==> src/rtl/wdg_pkg.sv <==
package wdg_pkg;

  typedef enum logic [1:0] {
    WIN_SHORT = 2'b00,
    WIN_MID   = 2'b01,
    WIN_LONG  = 2'b10,
    WIN_OFF   = 2'b11
  } win_sel_e;

  typedef enum logic [1:0] {
    TRK_IDLE  = 2'd0,
    TRK_OPEN  = 2'd1,
    TRK_LOW   = 2'd2,
    TRK_ARMED = 2'd3
  } trk_state_e;

  function automatic int unsigned max3(input int unsigned a, input int unsigned b,
                                       input int unsigned c);
    int unsigned m;
    m = (a > b) ? a : b;
    return (m > c) ? m : c;
  endfunction

endpackage

==> src/rtl/wdg_rst_sync.sv <==
module wdg_rst_sync #(
  parameter int unsigned STAGES = 2
) (
  input  logic clk_i,
  input  logic rst_ni,
  output logic rst_no
);
  logic [STAGES-1:0] sync_q;
  logic [STAGES-1:0] sync_d;

  always_comb sync_d = {sync_q[STAGES-2:0], 1'b1};

  always_ff @(posedge clk_i or negedge rst_ni) begin
    if (!rst_ni) sync_q <= '0;
    else         sync_q <= sync_d;
  end

  assign rst_no = sync_q[STAGES-1];
endmodule

==> src/rtl/wdg_line_sync.sv <==
module wdg_line_sync #(
  parameter int unsigned STAGES = 2,
  parameter int unsigned LINES  = 2
) (
  input  logic             clk_i,
  input  logic             rst_ni,
  input  logic [LINES-1:0] din_i,
  output logic [LINES-1:0] dout_o,
  output logic [LINES-1:0] dprev_o
);
  for (genvar g = 0; g < LINES; g++) begin : g_line
    logic [STAGES-1:0] chain_q;
    logic [STAGES-1:0] chain_d;
    logic              prev_q;

    always_comb chain_d = {chain_q[STAGES-2:0], din_i[g]};

    always_ff @(posedge clk_i or negedge rst_ni) begin
      if (!rst_ni) begin
        chain_q <= '1;
        prev_q  <= 1'b1;
      end else begin
        chain_q <= chain_d;
        prev_q  <= chain_q[STAGES-1];
      end
    end

    assign dout_o[g]  = chain_q[STAGES-1];
    assign dprev_o[g] = prev_q;
  end
endmodule

==> src/rtl/wdg_frame_track.sv <==
module wdg_frame_track
  import wdg_pkg::*;
(
  input  logic clk_i,
  input  logic rst_ni,
  input  logic scl_i,
  input  logic scl_prev_i,
  input  logic sda_i,
  input  logic sda_prev_i,
  output logic kick_o,
  output logic armed_o
);
  trk_state_e state_q, state_d;
  logic start_c, stop_c, scl_fall_c, scl_rise_c;

  always_comb begin
    start_c    = scl_i & sda_prev_i & ~sda_i;
    stop_c     = scl_i & ~sda_prev_i & sda_i;
    scl_fall_c = scl_prev_i & ~scl_i;
    scl_rise_c = ~scl_prev_i & scl_i;
  end

  always_comb begin
    state_d = state_q;
    if (start_c)     state_d = TRK_OPEN;
    else if (stop_c) state_d = TRK_IDLE;
    else begin
      case (state_q)
        TRK_OPEN: if (scl_fall_c) state_d = TRK_LOW;
        TRK_LOW:  if (scl_rise_c) state_d = TRK_ARMED;
        default:  state_d = state_q;
      endcase
    end
  end

  always_ff @(posedge clk_i or negedge rst_ni) begin
    if (!rst_ni) state_q <= TRK_IDLE;
    else         state_q <= state_d;
  end

  assign armed_o = (state_q == TRK_ARMED);
  assign kick_o  = stop_c & armed_o;
endmodule

==> src/rtl/wdg_interval_timer.sv <==
module wdg_interval_timer
  import wdg_pkg::*;
#(
  parameter int unsigned CNT_W     = 11,
  parameter int unsigned LIM_SHORT = 25,
  parameter int unsigned LIM_MID   = 200,
  parameter int unsigned LIM_LONG  = 1400
) (
  input  logic             clk_i,
  input  logic             rst_ni,
  input  logic             tick_i,
  input  logic [1:0]       sel_i,
  input  logic             kick_i,
  output logic             expired_o,
  output logic [CNT_W-1:0] cnt_o,
  output logic [1:0]       sel_q_o,
  output logic [CNT_W-1:0] limit_o
);
  win_sel_e         sel_c;
  logic [1:0]       sel_q;
  logic [CNT_W-1:0] cnt_q, cnt_d, limit_c;
  logic             exp_q, exp_d;

  assign sel_c = win_sel_e'(sel_i);

  always_comb begin
    case (sel_c)
      WIN_SHORT: limit_c = CNT_W'(LIM_SHORT);
      WIN_MID:   limit_c = CNT_W'(LIM_MID);
      WIN_LONG:  limit_c = CNT_W'(LIM_LONG);
      default:   limit_c = '0;
    endcase
  end

  always_comb begin
    cnt_d = cnt_q;
    exp_d = exp_q;
    if (kick_i) begin
      cnt_d = '0;
      exp_d = 1'b0;
    end else if (sel_c == WIN_OFF) begin
      cnt_d = '0;
      exp_d = 1'b0;
    end else if (sel_i != sel_q) begin
      cnt_d = '0;
    end else if (!exp_q && tick_i) begin
      if (cnt_q == limit_c - 1'b1) exp_d = 1'b1;
      else                         cnt_d = cnt_q + 1'b1;
    end
  end

  always_ff @(posedge clk_i or negedge rst_ni) begin
    if (!rst_ni) begin
      cnt_q <= '0;
      exp_q <= 1'b0;
      sel_q <= 2'b00;
    end else begin
      cnt_q <= cnt_d;
      exp_q <= exp_d;
      sel_q <= sel_i;
    end
  end

  assign expired_o = exp_q;
  assign cnt_o     = cnt_q;
  assign sel_q_o   = sel_q;
  assign limit_o   = limit_c;
endmodule

==> src/rtl/wdg_bus_watchdog.sv <==
module wdg_bus_watchdog
  import wdg_pkg::*;
#(
  parameter int unsigned SYNC_STAGES = 2,
  parameter int unsigned LIM_SHORT   = 25,
  parameter int unsigned LIM_MID     = 200,
  parameter int unsigned LIM_LONG    = 1400
) (
  input  logic       clk_i,
  input  logic       rst_ni,
  input  logic       scl_i,
  input  logic       sda_i,
  input  logic [1:0] win_sel_i,
  input  logic       tick_ms_i,
  output logic       wdo_no
);
  localparam int unsigned LIM_MAX = max3(LIM_SHORT, LIM_MID, LIM_LONG);
  localparam int unsigned CNT_W   = $clog2(LIM_MAX + 1);

  logic             rst_sn;
  logic [1:0]       line_now, line_prev;
  logic             kick_w, armed_w, expired_w;
  logic [CNT_W-1:0] cnt_w, limit_w;
  logic [1:0]       sel_q_w;

  wdg_rst_sync #(.STAGES(2)) u_rst (
    .clk_i (clk_i),
    .rst_ni(rst_ni),
    .rst_no(rst_sn)
  );

  wdg_line_sync #(.STAGES(SYNC_STAGES), .LINES(2)) u_sync (
    .clk_i  (clk_i),
    .rst_ni (rst_sn),
    .din_i  ({sda_i, scl_i}),
    .dout_o (line_now),
    .dprev_o(line_prev)
  );

  wdg_frame_track u_trk (
    .clk_i     (clk_i),
    .rst_ni    (rst_sn),
    .scl_i     (line_now[0]),
    .scl_prev_i(line_prev[0]),
    .sda_i     (line_now[1]),
    .sda_prev_i(line_prev[1]),
    .kick_o    (kick_w),
    .armed_o   (armed_w)
  );

  wdg_interval_timer #(
    .CNT_W(CNT_W), .LIM_SHORT(LIM_SHORT), .LIM_MID(LIM_MID), .LIM_LONG(LIM_LONG)
  ) u_tmr (
    .clk_i    (clk_i),
    .rst_ni   (rst_sn),
    .tick_i   (tick_ms_i),
    .sel_i    (win_sel_i),
    .kick_i   (kick_w),
    .expired_o(expired_w),
    .cnt_o    (cnt_w),
    .sel_q_o  (sel_q_w),
    .limit_o  (limit_w)
  );

  assign wdo_no = ~expired_w;
endmodule

==> config.mk <==
export PLATFORM = sky130hd
export DESIGN_NAME = wdg_bus_watchdog
export DESIGN_NICKNAME = d
export VERILOG_FILES = /design/src/rtl/wdg_pkg.sv /design/src/rtl/wdg_rst_sync.sv /design/src/rtl/wdg_line_sync.sv /design/src/rtl/wdg_frame_track.sv /design/src/rtl/wdg_interval_timer.sv /design/src/rtl/wdg_bus_watchdog.sv
export SDC_FILE = /design/constraint.sdc
export NUM_CORES = 1
export LEC_CHECK = 0
export ABC_CLOCK_PERIOD_IN_PS = 900
export CAP_MARGIN = 10
export CORE_ASPECT_RATIO = 1.2
export CORE_MARGIN = 4
export CORE_UTILIZATION = 58
export CTS_BUF_LIST = sky130_fd_sc_hd__clkbuf_4 sky130_fd_sc_hd__clkbuf_8 sky130_fd_sc_hd__clkbuf_16
export CTS_CLUSTER_SIZE = 25
export DETAILED_ROUTE_END_ITERATION = 12
export PLACE_DENSITY = 0.87
export RECOVER_POWER = 100
export SLEW_MARGIN = 20
export SYNTH_ARGS = -nofsm -noshare
export SYNTH_HDL_FRONTEND = slang
export SYNTH_SLANG_ARGS = --single-unit
==> constraint.sdc <==
create_clock -name clk_i -period 0.9 [get_ports clk_i]
set_input_delay 0.09 -clock clk_i [delete_from_list [all_inputs] [get_ports clk_i]]
set_output_delay 0.09 -clock clk_i [all_outputs]
set_load 0.01 [all_outputs]
==> metrics.yaml <==
yosys:
  synth_cell_types: 41
  ys.flop_type: "dfrtp_1"
  synthTopCellsByCount: "dfrtp_1 (18), nand2_1 (12), nor2_1 (12), ha_1 (8), inv_1 (7)"
  yosys.area.top_type_share_pct: 32.49
  synth_most_common_cell: "dfrtp_1"
  post-synth-top-area-cell: "dfrtp_1"
  synth-seq-cells: 24
  synth_nets: 142
  ys_warn_count: 0
  syn_area_um2: 1386
  synthTopCellsByArea: "dfrtp_1 (32%), dfstp_2 (11%), ha_1 (7.2%)"
  synthesis.instances: 127
  synth-async-reset-ratio_pct: 100.0
  synth_area_per_cell_um2: 10.92
  synth-edff-count: 0
  synth-seq-area-share_pct: 43.86
drt:
  routedWlPerCell_um: 32.86
  drtPass1Iterations: 5
  num_vias: 1580
  drc: 0
  vias_per_cell: 7.383
  initialDrtViolationCount: 188
  ant_nets: 0
  wirelength_mm: 7.031
clock_network:
  tritoncts: "yes"
  clkLatencyLatePin_ps: 360
  cts.sinks: 24
  htreeDepth: 1
  cts_root_buf: "clkbuf_4"
  numCtsBuffers: 3
  clkTransAtPathRegs_ps: 150
  clock_path_buffers: 2
global_routing:
  first_global_vias: 1502
  grt_pass1_wl_mm: 8.204
  grt_util_met1_pct: 36.34
  met2_usage_pct: 65.07
  track_usage_pct: 37.44
  grt-ovfl-total: 0
  grt.busiest_layer: "met2"
  grt_max_degree: 16
  grtUsageMet3_pct: 15.01
  antenna_found_initial: 0
worst_setup_path:
  crit_cells: 9
  end_kind: "flop"
  rr_worst_depth: 6
  cp_max_fo: 8
  slowest_stage: "nor4_4"
  r2r_slack_ps: -1230
  worstSetupPathType: "input pin to flop"
  crit_buf_inv: 3
  worst_setup_path_start_kind: "input pin"
  critPathTopFamily: "compound AO/OA/AOI/OAI gates"
  cp_data_arrival_time_ps: 2460
  cp_cell_sequence: "clkdlybuf4s25_1 > inv_1 > buf_4 > ha_1 > xnor2_2 > nor4_4 > a31oi_4 > a31oi_1 > a41o_1"
  cp.required_ps: 1200
  max_stage_delay_ps: 490
run_status:
  status: "finished, violations left"
  violations: "setup timing"
layout:
  nNetsFinal: 199
  design_area_um2: 2181
  fill_cells: 51
  fin_util_pct: 95.56
  stdcell_count: 214
  syn_to_final_growth_pct: 57.31
  layout-drive-gt1-share_pct: 57.38
  diodes: 0
floorplan:
  die_h_um: 61.56
  initial_core_util_pct: 60.75
  dieArea_um2: 3240
  rows: 19
  core_um2: 2282
  die_x_um: 52.63
  ioPinCount: 8
sta:
  grt_setup_unrepaired: "true"
  fin_ws_ps: -1263
  tightest_slew_ps: 544.3
  maxSlewHeadroom_pct: 63.44
  post-route-period-util_pct: 240.4
  max_clock_freq_ghz: 0.4622
  hold_viol: 0
  setup_viol: 16
  finClkSkew_ps: 9.965
  maxSlewViolCount: 0
  period_minus_slack_ps: 2163
place:
  port_buffers: 7
  dp.final_hpwl_mm: 2.876
  gp_congestion: 0.8717
  dp_cells: 198
  post_dp_cell_area_um2: 1755
pwr:
  p_per_area_nw_per_um2: 1736
  p_leak_uw: 0.0009403
  vdd_drop_max_mv: 1.700
hold_path:
  min_delay_path_depth: 2
  worstHoldPathType: "input pin to flop"
flow_run:
  drv_cap: 0
-- metrics by stage --
| stage | worst slack (ps) | power, uW | hold slack (ps) | TNS, ps |
|---|---|---|---|---|
| 6_report | -1263 | 3787 | 260.7 | -15570 |
| 5_1_grt | -1262 | 3877 | 232.6 | -15760 |
| 4_1_cts | -948.3 | 3063 | 154.3 | -11980 |
| 3_5_place_dp | -1431 | 2041 | 157.6 | -17560 |
| 3_3_place_gp | -1291 | 1928 | 149.4 | -16010 |
| 2_1_floorplan | -869.0 | 1695 | -205.6 | -10270 |
-- path summary, 6_finish.rpt --
path / startpoint / endpoint
hold / removal: win_sel_i[0] / u_tmr.sel_q_o[0]
setup reg to reg: u_tmr.cnt_o[0] / u_tmr.cnt_o[0]
min in group asynchronous: u_rst.sync_q[1] / u_trk.state_q[0]
hold reg to reg: u_rst.sync_q[1] / u_trk.state_q[0]
max in group asynchronous: u_rst.sync_q[1] / u_sync.g_line[1].chain_q[0]
setup / recovery: win_sel_i[1] / u_tmr.cnt_o[6]
-- cell type report --
type | count | area (um2) | share of cell area (%)
flip-flops and latches | 24 | 608.1 | 27.88
multi-input cells | 94 | 974.7 | 44.69
well taps | 31 | 38.79 | 1.779
clock inverters | 1 | 30.03 | 1.377
clock buffers | 3 | 22.52 | 1.033
inverters | 7 | 28.78 | 1.320
repair buffers | 54 | 478.0 | 21.92
-- sequential cells by signal, indices dropped and copies added (netlist names) --
signal / count
u_rst.sync_q: 2
u_sync.g_line.chain_q: 4
u_sync.g_line.prev_q: 2
u_tmr.cnt_o: 11
u_tmr.expired_o: 1
u_tmr.sel_q_o: 2
u_trk.state_q: 2
-- logic make-up after synthesis --
kind of cell | synth area share, %
XOR/XNOR | 7.040
AO/OA/AOI/OAI | 14.44
multiplexers | 2.166
flip-flops | 43.86
buffers and inverters | 3.791
adder cells (fa/ha/maj) | 7.221
other | 0.2705
AND/OR/NAND/NOR | 21.21
-- power by group --
group	switching (uW)	internal (uW)	total (uW)
clock network	396	452	848
logic	861	848	1710
registers	68.3	1160	1230
total	1330	2460	3790
-- cell usage in the layout, fill, tap and decap left out, drive strengths merged, types with 3 or more instances in the layout --
cell type    Yosys  routed
nand3            5       5
inv              7       7
a21oi            7       7
ha               8       8
nand2           12      12
xnor2            4       4
dfrtp           18      18
dfstp            6       6
dlygate4sd3      0       4
mux2i            3       3
nand2b           3       3
clkbuf           0       6
a31oi            4       5
a31o             3       3
nand4            3       3
buf              3      44
nor2            12      12
xor2             5       5
-- timing repair --
action	CTS	global route
hold buffers	1	0
buffers inserted	4	11
hold endpoints to repair	2	0
gates cloned	1	0
setup endpoints to repair	15	15
pin swaps	18	18
resized for setup	31	37
-- routing by layer --
metal / wire length, um / share of wire [%] / up-vias
met5: 0 / 0 / -
met4: 771 / 11 / 0
met3: 937 / 13 / 88
met2: 3072 / 44 / 200
met1: 2250 / 32 / 720
li1: - / - / 572
Power figures use the tool's default switching activity.
